**src/rtl/acc_cpu_pkg.sv**
```systemverilog
package acc_cpu_pkg;

  typedef enum logic [1:0] {
    ALU_PASS = 2'd0,
    ALU_ADD  = 2'd1,
    ALU_SUB  = 2'd2,
    ALU_ZERO = 2'd3
  } aluOpE;

  // strobes from control to datapath, one register transfer each
  typedef struct packed {
    logic  marFromPc;
    logic  marFromIr;
    logic  pcInc;
    logic  pcLoad;
    logic  mbrFromMem;
    logic  mbrFromD0;
    logic  irLoad;
    logic  d0Load;
    aluOpE aluOp;
    logic  memWe;
  } ctlStrobeS;

  localparam logic [7:0] OPC_ADD   = 8'h01;
  localparam logic [7:0] OPC_SUB   = 8'h02;
  localparam logic [7:0] OPC_LOAD  = 8'h03;
  localparam logic [7:0] OPC_STORE = 8'h04;
  localparam logic [7:0] OPC_CLR   = 8'h05;
  localparam logic [7:0] OPC_JMP   = 8'h06;

endpackage

```
**src/rtl/acc_alu.sv**
```systemverilog
module acc_alu
  import acc_cpu_pkg::*;
#(
  parameter int WIDTH = 16
) (
  input  logic [WIDTH-1:0] a,
  input  logic [WIDTH-1:0] b,
  input  aluOpE            op,
  output logic [WIDTH-1:0] y
);

  always_comb begin
    unique case (op)
      ALU_ADD:  y = a + b;
      ALU_SUB:  y = a - b;
      ALU_ZERO: y = '0;
      default:  y = b;
    endcase
  end

endmodule

```
**src/rtl/acc_datapath.sv**
```systemverilog
module acc_datapath
  import acc_cpu_pkg::*;
#(
  parameter int DATA_W = 16,
  parameter int ADDR_W = DATA_W / 2,
  parameter int OPC_W  = DATA_W - ADDR_W
) (
  input  logic              clk,
  input  logic              rst,
  input  ctlStrobeS         ctl,
  input  logic [DATA_W-1:0] memRdata,
  output logic [ADDR_W-1:0] memAddr,
  output logic [DATA_W-1:0] memWdata,
  output logic [OPC_W-1:0]  opcode
);

  logic [ADDR_W-1:0] pc;
  logic [ADDR_W-1:0] mar;
  logic [DATA_W-1:0] mbr;
  logic [DATA_W-1:0] ir;
  logic [DATA_W-1:0] d0;
  logic [DATA_W-1:0] aluY;
  logic [ADDR_W-1:0] irAddr;

  assign irAddr   = ir[ADDR_W-1:0];
  assign opcode   = ir[DATA_W-1 -: OPC_W];
  assign memAddr  = mar;
  assign memWdata = mbr;

  acc_alu #(.WIDTH(DATA_W)) alu (
    .a  (d0),
    .b  (mbr),
    .op (ctl.aluOp),
    .y  (aluY)
  );

  always_ff @(posedge clk) begin
    if (rst) begin
      pc  <= '0;
      mar <= '0;
      mbr <= '0;
      ir  <= '0;
      d0  <= '0;
    end else begin
      if (ctl.marFromPc)       mar <= pc;
      else if (ctl.marFromIr)  mar <= irAddr;
      if (ctl.pcInc)           pc  <= pc + ADDR_W'(1);
      else if (ctl.pcLoad)     pc  <= irAddr;
      if (ctl.mbrFromMem)      mbr <= memRdata;
      else if (ctl.mbrFromD0)  mbr <= d0;
      if (ctl.irLoad)          ir  <= mbr;
      if (ctl.d0Load)          d0  <= aluY;
    end
  end

  // program counter steps by exactly one, wrapping
  a_r2_pc_step: assert property (@(posedge clk) disable iff (rst)
    ctl.pcInc |=> pc == $past(pc) + ADDR_W'(1));

  // instruction register takes the word the buffer held
  a_r2_ir_from_mbr: assert property (@(posedge clk) disable iff (rst)
    ctl.irLoad |=> ir == $past(mbr));

  // addition wraps modulo 2^DATA_W
  a_r3_add_wrap: assert property (@(posedge clk) disable iff (rst)
    (ctl.d0Load && ctl.aluOp == ALU_ADD) |=> d0 == DATA_W'($past(d0) + $past(mbr)));

  // the data written equals the accumulator
  a_r6_store_data: assert property (@(posedge clk) disable iff (rst)
    ctl.memWe |-> memWdata == d0);

endmodule

```
**src/rtl/acc_control.sv**
```systemverilog
module acc_control
  import acc_cpu_pkg::*;
#(
  parameter int OPC_W = 8
) (
  input  logic             clk,
  input  logic             rst,
  input  logic [OPC_W-1:0] opcode,
  output ctlStrobeS        ctl,
  output logic             halted
);

  typedef enum logic [3:0] {
    S_FETCH_MAR,
    S_FETCH_INC,
    S_FETCH_MBR,
    S_FETCH_IR,
    S_DECODE,
    S_OP_WAIT,
    S_OP_MBR,
    S_OP_ALU,
    S_ST_WRITE,
    S_HALT
  } stateE;

  stateE state, stateNext;

  logic isAdd, isSub, isLoad, isStore, isClr, isJmp, isHalt, isRead;

  assign isAdd   = opcode == OPC_W'(OPC_ADD);
  assign isSub   = opcode == OPC_W'(OPC_SUB);
  assign isLoad  = opcode == OPC_W'(OPC_LOAD);
  assign isStore = opcode == OPC_W'(OPC_STORE);
  assign isClr   = opcode == OPC_W'(OPC_CLR);
  assign isJmp   = opcode == OPC_W'(OPC_JMP);
  assign isHalt  = &opcode;
  assign isRead  = isAdd | isSub | isLoad;

  always_comb begin
    ctl       = '0;
    stateNext = state;
    unique case (state)
      S_FETCH_MAR: begin
        ctl.marFromPc = 1'b1;
        stateNext     = S_FETCH_INC;
      end
      S_FETCH_INC: begin
        ctl.pcInc = 1'b1;
        stateNext = S_FETCH_MBR;
      end
      S_FETCH_MBR: begin
        ctl.mbrFromMem = 1'b1;
        stateNext      = S_FETCH_IR;
      end
      S_FETCH_IR: begin
        ctl.irLoad = 1'b1;
        stateNext  = S_DECODE;
      end
      S_DECODE: begin
        if (isRead || isStore) begin
          ctl.marFromIr = 1'b1;
          stateNext     = S_OP_WAIT;
        end else if (isClr) begin
          ctl.d0Load = 1'b1;
          ctl.aluOp  = ALU_ZERO;
          stateNext  = S_FETCH_MAR;
        end else if (isJmp) begin
          ctl.pcLoad = 1'b1;
          stateNext  = S_FETCH_MAR;
        end else if (isHalt) begin
          stateNext = S_HALT;
        end else begin
          stateNext = S_FETCH_MAR;
        end
      end
      S_OP_WAIT: begin
        if (isStore) begin
          ctl.mbrFromD0 = 1'b1;
          stateNext     = S_ST_WRITE;
        end else begin
          stateNext = S_OP_MBR;
        end
      end
      S_OP_MBR: begin
        ctl.mbrFromMem = 1'b1;
        stateNext      = S_OP_ALU;
      end
      S_OP_ALU: begin
        ctl.d0Load = 1'b1;
        ctl.aluOp  = isAdd ? ALU_ADD : (isSub ? ALU_SUB : ALU_PASS);
        stateNext  = S_FETCH_MAR;
      end
      S_ST_WRITE: begin
        ctl.memWe = 1'b1;
        stateNext = S_FETCH_MAR;
      end
      S_HALT: stateNext = S_HALT;
      default: stateNext = S_FETCH_MAR;
    endcase
  end

  always_ff @(posedge clk) begin
    if (rst) state <= S_FETCH_MAR;
    else     state <= stateNext;
  end

  assign halted = state == S_HALT;

  // write enable lasts a single cycle
  a_r6_we_pulse: assert property (@(posedge clk) disable iff (rst)
    ctl.memWe |=> !ctl.memWe);

  // halt holds until reset
  a_r9_halt_sticky: assert property (@(posedge clk) disable iff (rst)
    halted |=> halted);

  // a fetched word reaches the instruction register two cycles after the PC step
  a_r2_fetch_order: assert property (@(posedge clk) disable iff (rst)
    ctl.pcInc |=> ctl.mbrFromMem);

endmodule

```
**src/rtl/acc_cpu.sv**
```systemverilog
module acc_cpu
  import acc_cpu_pkg::*;
#(
  parameter int DATA_W = 16
) (
  input  logic                clk,
  input  logic                rst,
  input  logic [DATA_W-1:0]   memRdata,
  output logic [DATA_W/2-1:0] memAddr,
  output logic [DATA_W-1:0]   memWdata,
  output logic                memWe,
  output logic                halted
);

  localparam int ADDR_W = DATA_W / 2;
  localparam int OPC_W  = DATA_W - ADDR_W;

  ctlStrobeS        ctl;
  logic [OPC_W-1:0] opcode;

  acc_control #(.OPC_W(OPC_W)) control (
    .clk    (clk),
    .rst    (rst),
    .opcode (opcode),
    .ctl    (ctl),
    .halted (halted)
  );

  acc_datapath #(.DATA_W(DATA_W), .ADDR_W(ADDR_W), .OPC_W(OPC_W)) datapath (
    .clk      (clk),
    .rst      (rst),
    .ctl      (ctl),
    .memRdata (memRdata),
    .memAddr  (memAddr),
    .memWdata (memWdata),
    .opcode   (opcode)
  );

  assign memWe = ctl.memWe;

  // once halted, the bus is quiet and frozen
  a_r9_halt_quiet: assert property (@(posedge clk) disable iff (rst)
    halted |=> $stable(memAddr) && !memWe);

endmodule

```
**config.mk**
```make
export PLATFORM = sky130hd
export DESIGN_NAME = acc_cpu
export DESIGN_NICKNAME = d
export VERILOG_FILES = /design/src/rtl/acc_cpu_pkg.sv /design/src/rtl/acc_alu.sv /design/src/rtl/acc_datapath.sv /design/src/rtl/acc_control.sv /design/src/rtl/acc_cpu.sv
export SDC_FILE = /design/constraint.sdc
export NUM_CORES = 1
export LEC_CHECK = 0
export BUFFER_PORTS_ARGS = -buffer_cell sky130_fd_sc_hd__buf_2
export CAP_MARGIN = 10
export CORE_ASPECT_RATIO = 0.9
export CORE_MARGIN = 2
export CORE_UTILIZATION = 60
export DETAILED_ROUTE_END_ITERATION = 10
export PLACE_DENSITY = 0.91
export SYNTH_ARGS = -nofsm -noshare
export SYNTH_HDL_FRONTEND = slang
export SYNTH_SLANG_ARGS = --single-unit
```
**constraint.sdc**
```tcl
create_clock -name clk -period 9.8 [get_ports clk]
set_clock_uncertainty 0.15 [all_clocks]
set_input_delay 1.96 -clock clk [delete_from_list [all_inputs] [get_ports clk]]
set_output_delay 1.96 -clock clk [all_outputs]
set_load 0.01 [all_outputs]
```
## After elaboration in Yosys (flattened, before gate mapping)

Index checks and enable logic that the tools add are counted.

| word-level totals | value |
|---|---|
| input port bits | 18 |
| register bits | 68 |
| word-level logic and storage cells | 67 |

| cells by class | value |
|---|---|
| add/subtract/negate cells | 3 |
| reduce and logical (&&, ||, !) cells | 7 |
| equality and inequality tests | 18 |
| bitwise logic cells | 2 |
| multiplexer cells | 31 |

Operators by type and width:

| kind | count |
|---|---|
| $pmux W16 S3 | 1 |
| $mux W16 | 2 |
| $mux W8 | 4 |
| $pmux W4 S8 | 1 |
| $eq A8 B3 Y1 const B | 3 |
| $mux W4 | 5 |
| $add A16 B16 Y16 | 1 |
| $eq A4 B3 Y1 const B | 4 |
| $eq A8 B2 Y1 const B | 2 |
| $sub A16 B16 Y16 | 1 |
| $mux W1 | 13 |
| $add A8 B1 Y8 const B | 1 |
| $eq A4 B2 Y1 const B | 2 |
| $eq A4 B4 Y1 const B | 2 |
| $eq A8 B1 Y1 const B | 1 |
| $reduce_and A8 Y1 | 1 |
| $mux W3 | 2 |
| $pmux W3 S2 | 1 |
| $reduce_bool A2 Y1 | 3 |
| $eq A2 B2 Y1 const B | 2 |
| $eq A4 B1 Y1 const B | 1 |
| $logic_not A4 Y1 | 1 |
| $mux W2 | 2 |
| $eq A2 B1 Y1 const B | 1 |
| other kinds (3) | 4 |

## Longest topological paths before layout

Gate-level depths: netlist of the first run.

| depth | value |
|---|---|
| depth after elaboration | 8 |
| gate-level depth with buffers | 17 |
| gate-level depth less buffers | 15 |

## Modules after synthesis

Synthesis of the first run repeated with hierarchy kept, for this count alone.

| unflattened totals | value |
|---|---|
| cells, all modules | 513 |
| area, all modules | 4429.2 um^2 |

By module, submodules not included:

| module | area an instance (um^2) | cells an instance | times used | sequential area each (um^2) |
|---|---|---|---|---|
| acc_datapath | 2760.1 | 270 | 1 | 1281.2 |
| acc_alu | 1243.7 | 183 | 1 | 0.0 |
| acc_control | 425.4 | 60 | 1 | 80.1 |

## Worst setup path after synthesis of the first run

No wires, ideal clock.

| path | value |
|---|---|
| path kind | reg2reg |
| from | register control.state[3] |
| to | register datapath.d0[8] |
| stages on the path, launching flop included | 17 |
| path slack | 5834 ps |
| period minus slack after synthesis | 3966 ps |
| path buffers | 2 |
| data arrival time | 3696 ps |
| path through | dfxtp_1 -> buf_6 -> nor4b_1 -> nand3_1 -> nor2_1 -> o21ai_0 -> inv_1 -> ha_1 -> clkbuf_1 -> mux2i_1 -> fa_1 -> a21o_1 -> a311o_1 -> and2_1 -> nor3_1 -> nor4_1 -> o31a_1 |

| between the ends | value |
|---|---|
| word-level cells in the longest chain between the ends | 4 |
| elaborated cells on any way between the ends | 7 |

RTL lines:

| item | RTL line | RTL |
|---|---|---|
| start, declared | acc_control.sv:26 | `stateE state, stateNext;` |
| start signal, assigned | acc_control.sv:104 | `else state <= stateNext;` |
| $eq A4 B3 Y1 | acc_control.sv:42 | `unique case (state)` |
| $pmux W3 S2 (*) | acc_control.sv:42 |  |
| $eq A2 B2 Y1 / $eq A2 B1 Y1 (equally long branches) | acc_alu.sv:13 | `unique case (op)` |
| $pmux W16 S3 | acc_alu.sv:13 |  |
| end signal, assigned | acc_datapath.sv:52 | `if (ctl.d0Load) d0 <= aluY;` |
| end, declared | acc_datapath.sv:21 | `logic [DATA_W-1:0] d0;` |

Every way passes the cells marked *; elsewhere a longest branch is shown, timed or not.
A chain may end at the register's enable or synchronous reset.

## Worst setup path after layout of the first run

| path | value |
|---|---|
| from | register control.state[2] |
| to | register datapath.d0[8] |

The elaborated chain is that of the path after synthesis.

==> out/summary.log, run 1 <==
qor: sta.tmin_final 4.612 ns
qor: critical_path.arrival 4.70 ns
qor: sta.number_of_pins_with_negative_max_slew_slack_in_the_final_report 0
qor: sta.max_frequency 0.2168 GHz
qor: cts.clock_path_buffers 2
qor: critical_path.worst_setup_path_endpoint datapath.d0[8]$_SDFFE_PP0P_
qor: sta.tightestPinTransition 0.9953 ns
qor: routing.route.detailed.drc 0
qor: synth.synth.most_common_cell nor2_1
qor: cts.cts.htree.levels 3
qor: synth.syn-num-nets 566
qor: critical_path.worst-setup-path-type reg -> reg
qor: synth.yosys_register_bits 68
qor: floorplan.area_of_the_die 7540 um2
qor: placed_design.gp_congestion 0.9224
qor: floorplan.die-height 82.58 um
qor: final_layout.antennaDiodeCount 0
qor: floorplan.core_area 6621 um2
qor: power.power.static_leakage 1.705 nW
qor: floorplan.die-width 91.31 um
qor: global_routing.antenna_found_initial 0
qor: critical_path.cp_max_fanout 15
qor: flow_run.maxCapViolations 0
qor: cts.postCtsSetupRepairBufs 0
qor: routing.wire_per_inst 17.42 um
qor: global_routing.grt_usage 0.3073
qor: final_layout.finish.net_count 591
qor: synth.synth_xor_xnor_area_share 0.05532
qor: floorplan.floorplan.initialDensity 0.6217
qor: placed_design.place.detailed.instances 632
qor: routing.drt_iter0_markers 552
qor: final_layout.seqCellArea 1361 um2
qor: routing.postRouteWirelength 11.29 mm
qor: cts.cts.repair.resized 0
qor: global_routing.grt_pass1_wl 18.47 mm
qor: critical_path.critical_path.endpoint_type flop
qor: synth.syn_avg_cell_area 7.796 um2
qor: synth.synth_compound_gate_area_share 0.2462
qor: synth.synth_area_leader_cell dfxtp_1
qor: synth.synthSimpleGateAreaFrac 0.2407
qor: final_layout.drive_above_1_share 0.1326
qor: final_layout.multiInputGateArea 2580 um2
qor: sta.final_min_period_over_clock_period 0.4706
qor: critical_path.critPathLaunch control.state[2]$_SDFF_PP0_
qor: routing.detail-route-antenna-nets 0
qor: synth.synthCells 528
qor: sta.setup_viol 0
qor: floorplan.boundaryPins 44
qor: cts.clkSlewWorstSetupHoldPaths 0.07 ns
qor: sta.tns 0 ns
qor: final_layout.fin_cells 648
qor: floorplan.placementRows 28
qor: critical_path.timing.critical_path.required 9.89 ns
qor: global_routing.grt_overflow_total 0
qor: synth.synth.mux.area_fraction 0.02188
qor: critical_path.ff_to_ff_setup_slack 5.19 ns
qor: placed_design.dp_hpwl 7.627 mm
qor: synth.syn-cell-area 4116 um2
qor: routing.first_pass_iters 7
qor: final_layout.area_overhead_vs_synth 10.03%
qor: synth.synthTopCellsByArea dfxtp_1, a21oi_1, nor2_1
qor: synth.synth_top_family_by_area compound AO/OA/AOI/OAI gates
qor: routing.total_via_count_in_the_routed_design 4,212
qor: cts.clock_sink_total 68
qor: synth.dominantRegCellSynth dfxtp_1
qor: synth.yosysWarningCount 0
qor: power.cellPowerDensity 159.3 nW/um2
qor: synth.post_synthesis_sequential_area_ratio 0.3307
qor: routing.routed_via_count_divided_by_cell_count 6.500
qor: critical_path.timing.reg2reg.worst_path_depth 14
qor: global_routing.via_count_of_the_first_global_routing_pass 3,811
qor: sta.finalHoldViolCount 0
qor: cts.cts-hold-fix-buffers 0
qor: synth.synthAdderAreaFrac 0.06261
qor: cts.tritoncts yes
qor: final_layout.layout.filler_cells 526
qor: power.power.ir.vdd_worst 148.3 uV
qor: cts.clk-insertion-delay-late 0.35 ns
qor: synth.synth.cells.most_frequent nor2_1, dfxtp_1, nand2_1, a21oi_1, clkbuf_1
qor: sta.slew_headroom 0.3314
qor: final_layout.utilization 0.6841
qor: placed_design.placement.io_buffers 43
qor: cts.numCtsBuffers 9
qor: cts.ctsRootBufferMaster clkbuf_8
qor: global_routing.grt_start_max_net_pins 68
qor: critical_path.worstSetupStartpointType flop
qor: synth.yosysUniqueCellTypes 53
qor: worst_hold_path.hold_class reg -> reg
qor: critical_path.r2r_end datapath.d0[8]$_SDFFE_PP0P_
qor: synth.synth_largest_type_area_fraction 0.3307
qor: run_status.status completed
qor: synth.synthArstFlopShare 0
qor: sta.grt_setup_unrepaired no
qor: critical_path.crit-reg2reg-launch control.state[2]$_SDFF_PP0_
qor: synth.synth_enable_flop_cells 0
==> state kept, by name, summed over array words and instances (netlist names) <==
register / count
control.state: 4
datapath.ir: 16
datapath.d0: 16
datapath.memAddr: 8
datapath.memWdata: 16
datapath.pc: 8
==> critical path, cell delays in order (launching register included) <==
cell and delay (ns):
dfxtp_1 0.52, nor4b_1 0.59, nand3_1 0.29, nor2_1 0.15, o21ai_0 0.13, inv_1 0.08
ha_1 0.47, mux2i_1 0.23, fa_1 0.47, a21o_1 0.24, a311o_1 0.40, and2_1 0.19
nor3_1 0.21, nor4_1 0.08, o31a_1 0.31
==> where the power goes <==
part	switching, mW	internal, mW	total, mW
Sequential	0.0149	0.286	0.301
Clock	0.110	0.112	0.222
Combinational	0.118	0.0813	0.199
Total	0.242	0.480	0.722
==> layout by cell type (no fill, tap or decap), types with 9 or more instances in the layout <==
master    Yosys  final
dfxtp_1      68     68
a222oi_1     12     12
ha_1         19     19
nor3_1       17     17
a21oi_1      55     55
xnor2_1      22     22
nand2_1      63     63
o21ai_0      22     22
a211oi_1     15     15
nand3_1      12     12
nor2_1       70     70
inv_1         9      9
and3_1       10     10
clkbuf_8      0     12
mux2i_1       9      9
buf_2         2     43
==> per-stage QoR <==
step	hold slack [ns]	total power [mW]	setup slack [ns]	cell area [um2]
final	0.3272	0.7217	5.188	4529
after global routing	0.3537	0.7563	4.797	4529
after detailed placement	0.3167	0.4980	5.276	4340
after floorplan	0.2987	0.4546	5.834	4116
after CTS	0.3265	0.7165	5.249	4529
after global placement	0.3109	0.4907	5.532	4340
==> kinds of logic (layout without fill, tap and decap cells) <==
group | count (synthesis) | in the layout
adder cells (fa/ha/maj) | 20 | 20
buffers and inverters | 43 | 73
flip-flops | 68 | 68
multiplexers | 9 | 9
AO/OA/AOI/OAI | 149 | 149
AND/OR/NAND/NOR | 213 | 213
XOR/XNOR | 26 | 26
==> how the worst min path moves through the flow <==
stage	from	end	cells past startpoint
floorplan	datapath.ir[14]$_SDFFE_PP0P_	datapath.ir[14]$_SDFFE_PP0P_	2
global placement	datapath.ir[14]$_SDFFE_PP0P_	datapath.ir[14]$_SDFFE_PP0P_	2
detailed placement	datapath.ir[14]$_SDFFE_PP0P_	datapath.ir[14]$_SDFFE_PP0P_	2
CTS	datapath.ir[14]$_SDFFE_PP0P_	datapath.ir[14]$_SDFFE_PP0P_	2
global route	datapath.ir[13]$_SDFFE_PP0P_	datapath.ir[13]$_SDFFE_PP0P_	2
finish	datapath.ir[14]$_SDFFE_PP0P_	datapath.ir[14]$_SDFFE_PP0P_	2
==> metal layers <==
layer,GRT usage,share of wire,vias up
met5,0,0,-
met4,0.08788,0.026,0
met3,0.08711,0.11,36
met2,0.5007,0.45,271
met1,0.4029,0.42,1921
li1,-,-,1984
==> final cells by class <==
type / instances / area share
multi-input cells: 417 / 0.5696
clock buffers: 13 / 0.03729
well taps: 90 / 0.02486
repair buffers: 48 / 0.05580
inverters: 9 / 0.007459
clock inverters: 3 / 0.004420
flip-flops and latches: 68 / 0.3006
No activity file was read; power rests on OpenSTA's default activity.
==> run 2: changes to the inputs <==
--- a/config.mk
+++ b/config.mk
@@ -9,9 +9,9 @@
 export CAP_MARGIN = 10
 export CORE_ASPECT_RATIO = 0.9
 export CORE_MARGIN = 2
-export CORE_UTILIZATION = 60
+export CORE_UTILIZATION = 59
 export DETAILED_ROUTE_END_ITERATION = 10
-export PLACE_DENSITY = 0.91
+export PLACE_DENSITY = 0.9
 export SYNTH_ARGS = -nofsm -noshare
 export SYNTH_HDL_FRONTEND = slang
 export SYNTH_SLANG_ARGS = --single-unit
==> constraint.sdc (replaced) <==
create_clock -name clk -period 4.8 [get_ports clk]
set_clock_uncertainty 0.15 [all_clocks]
set_input_delay 0.96 -clock clk [delete_from_list [all_inputs] [get_ports clk]]
set_output_delay 0.96 -clock clk [all_outputs]
set_load 0.01 [all_outputs]
==> run 2 against run 1 <==
Effect of this change: core utilization shrank 0.32 points; cell area about the same; register-to-register slack got worse by 4.7 ns; final cell count is 0.15% higher; critical endpoint is now datapath.d0[14]$_SDFFE_PP0P_; first-iteration DRC count down 21%.
==> out/summary.log, run 2 (synthesis results as in run 1) <==
qor: run_status.status completed
qor: sta.grt_setup_unrepaired no
qor: critical_path.timing.reg2reg.worst_path_depth 14 [unchanged]
qor: floorplan.core_area 6656 um2 [+0.53%]
qor: sta.holdWs 0.3355 ns [+0.008276 ns]
qor: sta.setup_viol 0 [unchanged]
qor: floorplan.die-width 92.05 um [+0.80%]
qor: routing.drt_iter0_markers 435 [-21%]
qor: cts.cts.htree.levels 3 [unchanged]
qor: flow_run.maxCapViolations 0 [unchanged]
qor: cts.cts-hold-fix-buffers 0 [unchanged]
qor: critical_path.r2r_end datapath.d0[14]$_SDFFE_PP0P_
qor: sta.tightestPinTransition 0.8191 ns [-0.1761 ns]
qor: final_layout.finish.net_count 592 [+0.17%]
qor: final_layout.area_overhead_vs_synth 10.09% [about the same]
qor: sta.post-route-worst-setup-slack 0.5253 ns [-4.663 ns]
qor: sta.slew_headroom 0.4528 [+0.1214]
qor: routing.postRouteWirelength 11.27 mm [-0.11%]
qor: cts.clkSlewWorstSetupHoldPaths 0.08 ns [about the same]
qor: critical_path.worst-setup-path-type reg -> reg
qor: critical_path.timing.critical_path.required 4.92 ns [-4.97 ns]
qor: placed_design.preCtsSetupSlack 0.6083 ns [-4.667 ns]
qor: critical_path.critPathBufInv 1 [unchanged]
qor: critical_path.stages_on_the_worst_setup_path 14 [unchanged]
qor: critical_path.ff_to_ff_setup_slack 0.53 ns [-4.66 ns]
qor: floorplan.placementRows 28 [unchanged]
qor: power.cellPowerDensity 325.6 nW/um2 [+100%]
qor: sta.tns 0 ns [unchanged]
qor: floorplan.area_of_the_die 7662 um2 [+1.6%]
qor: power.power.ir.vdd_worst 189.0 uV [+27%]
qor: global_routing.via_count_of_the_first_global_routing_pass 3,771 [-1.0%]
qor: cts.ctsRootBufferMaster clkbuf_8
qor: cts.numCtsBuffers 9 [unchanged]
qor: power.power.static_leakage 1.712 nW [+0.40%]
qor: global_routing.grt_overflow_total 0 [unchanged]
qor: critical_path.top_family_by_delay_on_critical_path compound AO/OA/AOI/OAI gates
qor: cts.tritoncts yes
qor: final_layout.most_frequent_standard_cell_in_the_layout_excluding_fill_and_tap_cells nor2_1
qor: critical_path.worstSetupStartpointType flop
qor: cts.clock_path_buffers 2 [unchanged]
qor: critical_path.worst_path_cell_chain nor4b_1 -> nand3_1 -> nor2_1 -> o21ai_0 -> inv_1 -> ha_1 -> mux2i_1 -> fa_1 -> a21o_1 -> a311o_1 -> and2_1 -> a31oi_1 -> nand3_1 -> a311oi_1
qor: final_layout.commonest_non_fill_non_tap_cells_in_the_layout nor2_1, dfxtp_1, nand2_1
qor: routing.first_pass_iters 5 [-2]
qor: critical_path.cpMostUsedCell nand3_1
qor: sta.max_frequency 0.2339 GHz [+7.9%]
qor: routing.wire_per_inst 17.37 um [-0.26%]
qor: critical_path.cpPeakStageDelay 0.55 ns [-0.04 ns]
qor: cts.cts.repair.resized 0 [unchanged]
qor: cts.postCtsSetupRepairBufs 0 [unchanged]
qor: critical_path.crit-reg2reg-launch control.state[2]$_SDFF_PP0_
qor: global_routing.grt_start_max_net_pins 41 [-40%]
qor: critical_path.crit_slowest_cell nor4b_1
qor: global_routing.grt_usage 0.2989 [-0.008390]
qor: final_layout.drive_above_1_share 0.1324 [-0.0002372]
qor: routing.detail-route-antenna-nets 0 [unchanged]
qor: routing.route.detailed.drc 0 [unchanged]
qor: global_routing.antenna_found_initial 0 [unchanged]
qor: critical_path.critical_path.endpoint_type flop
qor: cts.clock_sink_total 68 [unchanged]
qor: sta.tmin_final 4.275 ns [-0.3373 ns]
qor: critical_path.arrival 4.39 ns [-0.31 ns]
qor: floorplan.die-height 83.24 um [+0.80%]
qor: sta.finalHoldViolCount 0 [unchanged]
qor: global_routing.grt_pass1_wl 18.69 mm [+1.2%]
qor: placed_design.dp_hpwl 7.816 mm [+2.5%]
qor: final_layout.antennaDiodeCount 0 [unchanged]
qor: critical_path.critPathLaunch control.state[2]$_SDFF_PP0_
qor: critical_path.worst_setup_path_endpoint datapath.d0[14]$_SDFFE_PP0P_
qor: sta.final_min_period_over_clock_period 0.8906 [+0.4199]
qor: cts.clk-insertion-delay-late 0.35 ns [about the same]
qor: sta.number_of_pins_with_negative_max_slew_slack_in_the_final_report 0 [unchanged]
qor: critical_path.cp_max_fanout 12 [-3]
qor: placed_design.gp_congestion 0.9648 [+4.6%]
qor: worst_hold_path.hold_class reg -> reg
qor: final_layout.layout.filler_cells 552 [+4.9%]
qor: placed_design.placement.io_buffers 43 [unchanged]
qor: floorplan.floorplan.initialDensity 0.6184 [-0.003272]
qor: floorplan.boundaryPins 44 [unchanged]
qor: routing.total_via_count_in_the_routed_design 4,240 [+0.66%]
qor: routing.routed_via_count_divided_by_cell_count 6.533 [+0.51%]
==> run 2: cell types whose count changed in the layout (fill, tap and decap cells not counted) <==
cell / delta
buf_4: +1
clkbuf_1: +1
bufinv_16: +1
clkinvlp_4: -1
clkbuf_8: -3
clkinv_2: +2
==> run 2: power by group <==
group          internal (mW)  total, mW  switching (mW)
logic                  0.166      0.404           0.238
registers              0.584      0.615          0.0310
clock network          0.238      0.457           0.219
==> run 2: cell type report <==
type,count,area (um2),area share
Clock buffer,11,131.4,0.02899
Clock inverter,5,52.55,0.01160
Inverter,9,33.78,0.007454
Multi-Input combinational cell,417,2580,0.5693
Sequential cell,68,1361,0.3004
Tap cell,90,112.6,0.02485
Timing Repair Buffer,49,260.3,0.05743
==> run 2: how the worst min path moves through the flow <==
| stage | endpoint | cells past startpoint | from | slack, ns |
|---|---|---|---|---|
| floorplan | datapath.ir[14]$_SDFFE_PP0P_ | 2 | datapath.ir[14]$_SDFFE_PP0P_ | 0.30 |
| global placement | datapath.ir[14]$_SDFFE_PP0P_ | 2 | datapath.ir[14]$_SDFFE_PP0P_ | 0.31 |
| detailed placement | datapath.ir[6]$_SDFFE_PP0P_ | 2 | datapath.ir[6]$_SDFFE_PP0P_ | 0.32 |
| CTS | datapath.ir[6]$_SDFFE_PP0P_ | 2 | datapath.ir[6]$_SDFFE_PP0P_ | 0.33 |
| global route | datapath.ir[12]$_SDFFE_PP0P_ | 2 | datapath.ir[12]$_SDFFE_PP0P_ | 0.36 |
| finish | datapath.ir[7]$_SDFFE_PP0P_ | 2 | datapath.ir[7]$_SDFFE_PP0P_ | 0.34 |
==> run 2: worst min-delay path, stage by stage (launching register included) <==
cell	delay [ns]
dfxtp_1	0.33
nand2_1	0.06
a21oi_1	0.05
==> run 2: routing by layer <==
layer,GRT usage,part of all wire
met1,0.4178,0.43
met5,0,0
met2,0.4559,0.45
met3,0.06897,0.11
met4,0.09769,0.019
==> run 2: stage by stage <==
step                cells    util  power, mW  cell area, um2
floorplan             528       -     0.9282            4116
global placement      633  0.6532      1.003            4348
detailed placement    633  0.6532      1.019            4348
CTS                   649  0.6808      1.471            4532
global route          649  0.6808      1.546            4532
finish                649  0.6808      1.476            4532
